`config.mk`:
```
export PLATFORM = sky130hd
export DESIGN_NAME = vcnt_offset_unit
export DESIGN_NICKNAME = d
export VERILOG_FILES = /design/src/rtl/vcnt_pkg.sv /design/src/rtl/vcnt_access_dec.sv /design/src/rtl/vcnt_off_reg.sv /design/src/rtl/vcnt_calc.sv /design/src/rtl/vcnt_offset_unit.sv
export SDC_FILE = /design/constraint.sdc
export NUM_CORES = 1
export LEC_CHECK = 0
export ABC_AREA = 1
export BUFFER_PORTS_ARGS = -buffer_cell sky130_fd_sc_hd__buf_2
export CAP_MARGIN = 10
export CORE_AREA = 2 2 167 169
export CTS_CLUSTER_DIAMETER = 50
export CTS_CLUSTER_SIZE = 12
export DETAILED_ROUTE_END_ITERATION = 10
export DIE_AREA = 0 0 169 171
export HOLD_SLACK_MARGIN = 0.05
export PLACE_DENSITY = 0.67
export SYNTH_ARGS = -nofsm -noshare
export SYNTH_HDL_FRONTEND = slang
export SYNTH_SLANG_ARGS = --single-unit
```
`constraint.sdc`:
```
create_clock -name clk_i -period 3.1 [get_ports clk_i]
set_input_delay 0.31 -clock clk_i [delete_from_list [all_inputs] [get_ports clk_i]]
set_output_delay 0.31 -clock clk_i [all_outputs]
set_load 0.1 [all_outputs]
```
`src/rtl/vcnt_pkg.sv`:
```
package vcnt_pkg;
  typedef enum logic [1:0] {
    ST_OK    = 2'd0,
    ST_REDIR = 2'd1,
    ST_TRAP  = 2'd2,
    ST_UNDEF = 2'd3
  } vcnt_status_e;

  localparam logic [1:0]  ENC_OP0 = 2'b11;
  localparam logic [2:0]  ENC_OP1 = 3'b100;
  localparam logic [3:0]  ENC_CRN = 4'b1110;
  localparam logic [3:0]  ENC_CRM = 4'b0000;
  localparam logic [2:0]  ENC_OP2 = 3'b011;
  localparam logic [11:0] SLOT_ADDR = 12'h060;
  localparam logic [5:0]  TRAP_EC = 6'h18;
endpackage

```
`src/rtl/vcnt_access_dec.sv`:
```
module vcnt_access_dec
  import vcnt_pkg::*;
(
  input  logic       valid_i,
  input  logic [1:0] op0_i,
  input  logic [2:0] op1_i,
  input  logic [3:0] crn_i,
  input  logic [3:0] crm_i,
  input  logic [2:0] op2_i,
  input  logic [1:0] lvl_i,
  input  logic       nv_i,
  input  logic       nv2_i,
  output logic       claim_o,
  output vcnt_status_e status_o
);
  assign claim_o = valid_i && op0_i == ENC_OP0 && op1_i == ENC_OP1 &&
                   crn_i == ENC_CRN && crm_i == ENC_CRM && op2_i == ENC_OP2;

  always_comb begin
    unique case (lvl_i)
      2'd0: status_o = ST_UNDEF;
      2'd1: begin
        if (nv_i && nv2_i) status_o = ST_REDIR;
        else if (nv_i)     status_o = ST_TRAP;
        else               status_o = ST_UNDEF;
      end
      default: status_o = ST_OK;
    endcase
  end
endmodule

```
`src/rtl/vcnt_off_reg.sv`:
```
module vcnt_off_reg #(
  parameter int unsigned CNT_W    = 64,
  parameter bit          HYP_IMPL = 1'b1
) (
  input  logic             clk_i,
  input  logic             rst_ni,
  input  logic             we_i,
  input  logic [CNT_W-1:0] wdata_i,
  output logic [63:0]      off_o
);
  logic [CNT_W-1:0] off_q;

  always_ff @(posedge clk_i or negedge rst_ni) begin
    if (!rst_ni)                off_q <= '0;
    else if (we_i && HYP_IMPL)  off_q <= wdata_i;
  end

  // zero-extend; without a hypervisor level the value is fixed at zero
  always_comb begin
    off_o = '0;
    if (HYP_IMPL) off_o[CNT_W-1:0] = off_q;
  end
endmodule

```
`src/rtl/vcnt_calc.sv`:
```
module vcnt_calc #(
  parameter int unsigned CNT_W    = 64,
  parameter bit          HYP_IMPL = 1'b1
) (
  input  logic [CNT_W-1:0] phys_i,
  input  logic [63:0]      off_i,
  input  logic             e2h_i,
  input  logic             tge_i,
  input  logic [1:0]       lvl_i,
  output logic [63:0]      vcnt_o
);
  logic        zero_off;
  logic [63:0] phys_ext;

  assign zero_off = !HYP_IMPL || (e2h_i && lvl_i == 2'd2) ||
                    (e2h_i && tge_i && lvl_i == 2'd0);

  always_comb begin
    phys_ext = '0;
    phys_ext[CNT_W-1:0] = phys_i;
  end

  assign vcnt_o = zero_off ? phys_ext : phys_ext - off_i;
endmodule

```
`src/rtl/vcnt_offset_unit.sv`:
```
module vcnt_offset_unit
  import vcnt_pkg::*;
#(
  parameter int unsigned CNT_W    = 64,
  parameter bit          HYP_IMPL = 1'b1
) (
  input  logic             clk_i,
  input  logic             rst_ni,
  input  logic [CNT_W-1:0] phys_cnt_i,
  input  logic [1:0]       vcnt_lvl_i,
  input  logic             ctl_e2h_i,
  input  logic             ctl_tge_i,
  input  logic             ctl_nv_i,
  input  logic             ctl_nv2_i,
  input  logic             req_valid_i,
  input  logic             req_write_i,
  input  logic [1:0]       req_lvl_i,
  input  logic [1:0]       req_op0_i,
  input  logic [2:0]       req_op1_i,
  input  logic [3:0]       req_crn_i,
  input  logic [3:0]       req_crm_i,
  input  logic [2:0]       req_op2_i,
  input  logic [63:0]      req_wdata_i,
  output logic             rsp_valid_o,
  output logic [1:0]       rsp_status_o,
  output logic [63:0]      rsp_rdata_o,
  output logic [5:0]       rsp_trap_ec_o,
  output logic             mem_valid_o,
  output logic             mem_write_o,
  output logic [11:0]      mem_addr_o,
  output logic [63:0]      mem_wdata_o,
  input  logic [63:0]      mem_rdata_i,
  output logic [63:0]      vcnt_o
);
  logic         claim;
  vcnt_status_e status;
  logic [63:0]  off_val;
  logic         reg_we;

  vcnt_access_dec u_dec (
    .valid_i (req_valid_i),
    .op0_i   (req_op0_i),
    .op1_i   (req_op1_i),
    .crn_i   (req_crn_i),
    .crm_i   (req_crm_i),
    .op2_i   (req_op2_i),
    .lvl_i   (req_lvl_i),
    .nv_i    (ctl_nv_i && HYP_IMPL),
    .nv2_i   (ctl_nv2_i && HYP_IMPL),
    .claim_o (claim),
    .status_o(status)
  );

  assign reg_we = claim && status == ST_OK && req_write_i;

  vcnt_off_reg #(.CNT_W(CNT_W), .HYP_IMPL(HYP_IMPL)) u_reg (
    .clk_i  (clk_i),
    .rst_ni (rst_ni),
    .we_i   (reg_we),
    .wdata_i(req_wdata_i[CNT_W-1:0]),
    .off_o  (off_val)
  );

  vcnt_calc #(.CNT_W(CNT_W), .HYP_IMPL(HYP_IMPL)) u_calc (
    .phys_i(phys_cnt_i),
    .off_i (off_val),
    .e2h_i (ctl_e2h_i),
    .tge_i (ctl_tge_i),
    .lvl_i (vcnt_lvl_i),
    .vcnt_o(vcnt_o)
  );

  assign rsp_valid_o   = claim;
  assign rsp_status_o  = claim ? status : 2'd0;
  assign rsp_trap_ec_o = (claim && status == ST_TRAP) ? TRAP_EC : 6'd0;
  assign mem_valid_o   = claim && status == ST_REDIR;
  assign mem_write_o   = mem_valid_o && req_write_i;
  assign mem_addr_o    = mem_valid_o ? SLOT_ADDR : 12'd0;
  assign mem_wdata_o   = mem_write_o ? req_wdata_i : 64'd0;

  always_comb begin
    rsp_rdata_o = '0;
    if (claim && !req_write_i) begin
      if (status == ST_OK)         rsp_rdata_o = off_val;
      else if (status == ST_REDIR) rsp_rdata_o = mem_rdata_i;
    end
  end
endmodule

```
==> results.ini <==
[route]
post_drt_wl_per_cell_um=17.80
wl_um=49350
viasPerCell=5.011
dr.pass1.iters=5
vias=13900
ant_nets=0
drtIter0Drc=1096
drcViolationCount=0

[timing]
period_needed_ns=3.058
worstMarginPinSlew_ns=0.8535
setup_viol=0
finalHoldViolCount=0
maxSlewViolCount=0
hold_ws_ns=0.07170
fin_ws_ns=0.04218
period_share_pct=98.64
fin_skew_ns=0
grt_setup_unrepaired=yes
fmax_ghz=0.3270
slew_headroom_pct=43.10

[global_routing]
grt_pass1_vias=12550
busiest_layer=met2
met2_usage_pct=53.81
grt_pass1_wl_um=71850
grt_usage_pct=32.64
grt-ovfl-total=0
grt_start_max_net_pins=129
use_met1_pct=45.62
antenna_found_initial=4
met3_usage_pct=3.840

[yosys]
postSynthAreaPerCell_um2=5.233
synth_area_um2=10570
synth_top_family_by_area=simple AND/OR/NAND/NOR gates
ys_dominant_reg_cell=dfrtp_1
synth_adder_area_share_pct=7.649
synth-simple-area-share_pct=43.49
ys_ff_latch=64
muxShareOfSynthArea_pct=0
yosysSeqAreaShare_pct=15.16
yosysWarnings=0
synth_cell_types=32
synth_xor_area_share_pct=2.570
synth_compound_area_share_pct=11.56
synth_most_common_cell=nand2_1
synth_area_leaders=nand2_1 (27%), inv_1 (16%), dfrtp_1 (15%)
async_flop_share_pct=100.0
synth_common_cells=nand2_1 (751), inv_1 (450), nor2_1 (198)
synth_top_area_share_pct=26.68
syn_inst=2019
synth_edf_count=0
yosys.area.top_type=nand2_1

[clocking]
h-tree-depth=3
tritoncts=done
root_buffer=clkbuf_16
clk_pin_slew_worst_paths_ns=0.06
cts_buffers=9
clock_latency_ns=0.33
clkSinkCount=64
cts_max_path_buffers=2

[power]
peakVddDrop_v=0.0002208
p_leak_nw=8.770
power_density_nw_per_um2=256.8

[finish]
drive_above_1_share_pct=31.37
nets=2707
n_fill_cell=2668
largest_reg_flops=64
area_delta_synth_final_pct=54.96
final_core_util_pct=59.92

[worst_setup_path]
crit_path_max_fanout=4
crit_chain=inv_1, ha_2, nand2_2, inv_1, nand2_1, nand2_1, inv_1, nand2_1, inv_1, nand3_2, nand2_1, nand3_1, nand2_1, nand3_1, nand2_1, buf_12
critPathRequiredTime_ns=2.79
cp_common_cell=nand2_1
endpoint_kind=output port
r2r_setup_slack_ns=2.24
worstPathArrival_ns=2.75
critPathKind=flip-flop to output port
cp-start-kind=flip-flop
max_stage_delay_ns=0.42
crit_slowest_cell=dfrtp_1

[worst_hold_path]
hold_class=input port to asynchronous set/reset pin

[placement]
io_buffers=420
gp_congestion=0.9494
pre_cts_ws_ns=0.04559
dp_hpwl_um=42020

[floorplan]
die_w_um=169
core_area_um2=27320
die-height_um=171
start_util_pct=38.67
pin_count=435
die_area_um2=28900
num_rows=61

[job]
maxCapViolations=0

[run_status]
outcome=completed

[routing by layer]
layer	share of wire [%]	vias to the layer above	wire length, µm
li1	-	6894	-
met1	44	6291	21730
met2	46	633	22810
met3	7.3	74	3590
met4	2.4	4	1196
met5	0.055	-	27
[area by class of cell]
cell class	count	area [µm²]	area share, %
tap	346	432.9	2.644
clock buffer	10	239.0	1.460
sequential	64	1603	9.789
clock inverter	4	22.52	0.1376
timing repair buffer	450	3841	23.46
antenna	1	2.502	0.01528
inverter	451	1709	10.44
multi-input combinational	1447	8523	52.06
[stage by stage]
stage | area [µm²] | std cells | power (mW) | setup TNS [ns]
after floorplan | 11670 | 2032 | 2.411 | -65.21
after global placement | 15400 | 2746 | 3.191 | 0
after detailed placement | 15400 | 2746 | 3.195 | 0
after CTS | 15720 | 2760 | 4.122 | -0.01102
after global routing | 16370 | 2773 | 4.383 | -0.2115
final | 16370 | 2773 | 4.204 | 0
[critical path, delay by kind of cell (launching register included)]
kind                     cells  cell delay [ns]
AND/OR/NAND/NOR             10             1.11
buffers and inverters        5             0.54
adder cells (fa/ha/maj)      1             0.34
flip-flops                   1             0.42
[placed cells by master, fill, tap and decap left out, types with 26 or more instances in the layout]
| cell | instances |
|---|---|
| nand2_1 | 704 |
| inv_1 | 448 |
| buf_2 | 320 |
| nor2_4 | 133 |
| buf_12 | 101 |
| nor2_1 | 86 |
| o21ai_1 | 75 |
| nand3_1 | 74 |
| a22oi_1 | 64 |
| dfrtp_1 | 63 |
| nand2_2 | 43 |
| a21oi_1 | 37 |
| nor2_2 | 30 |
| xnor2_1 | 29 |
| buf_4 | 26 |
[where the power goes]
group	internal (mW)	leakage, nW	total [mW]	switching (mW)
clock network	0.549	0.130	0.910	0.362
logic	0.731	7.75	2.46	1.73
registers	0.836	0.893	0.836	0.0000815
[path summary, 6_finish.rpt]
check | start | end | depth (start not counted)
setup / recovery | u_reg.off_o[17]$_DFFE_PN0P_ | vcnt_o[51] | 16
hold / removal | rst_ni | u_reg.off_o[12]$_DFFE_PN0P_ | 1
setup reg to reg | u_reg.off_o[1]$_DFFE_PN0P_ | u_reg.off_o[1]$_DFFE_PN0P_ | 3
hold reg to reg | u_reg.off_o[33]$_DFFE_PN0P_ | u_reg.off_o[33]$_DFFE_PN0P_ | 2
max in group asynchronous | rst_ni | u_reg.off_o[48]$_DFFE_PN0P_ | 1
min in group clk_i | req_wdata_i[44] | u_reg.off_o[44]$_DFFE_PN0P_ | 3
[kinds of logic (layout without fill, tap and decap cells)]
family / count (synthesis) / in the layout
simple gates: 1128 / 1128
buf+inv: 521 / 915
compound gates: 210 / 210
fa+ha+maj: 64 / 64
flops: 64 / 64
xor+xnor: 31 / 31
other cells: 1 / 15
[repair_timing]
item / CTS / global route
setup endpoints to repair: 21 / 46
hold buffers: 0 / 0
buffers inserted: 0 / 12
pin swaps: 0 / 9
gates resized for setup: 19 / 144
Power figures use the tool's default switching activity.
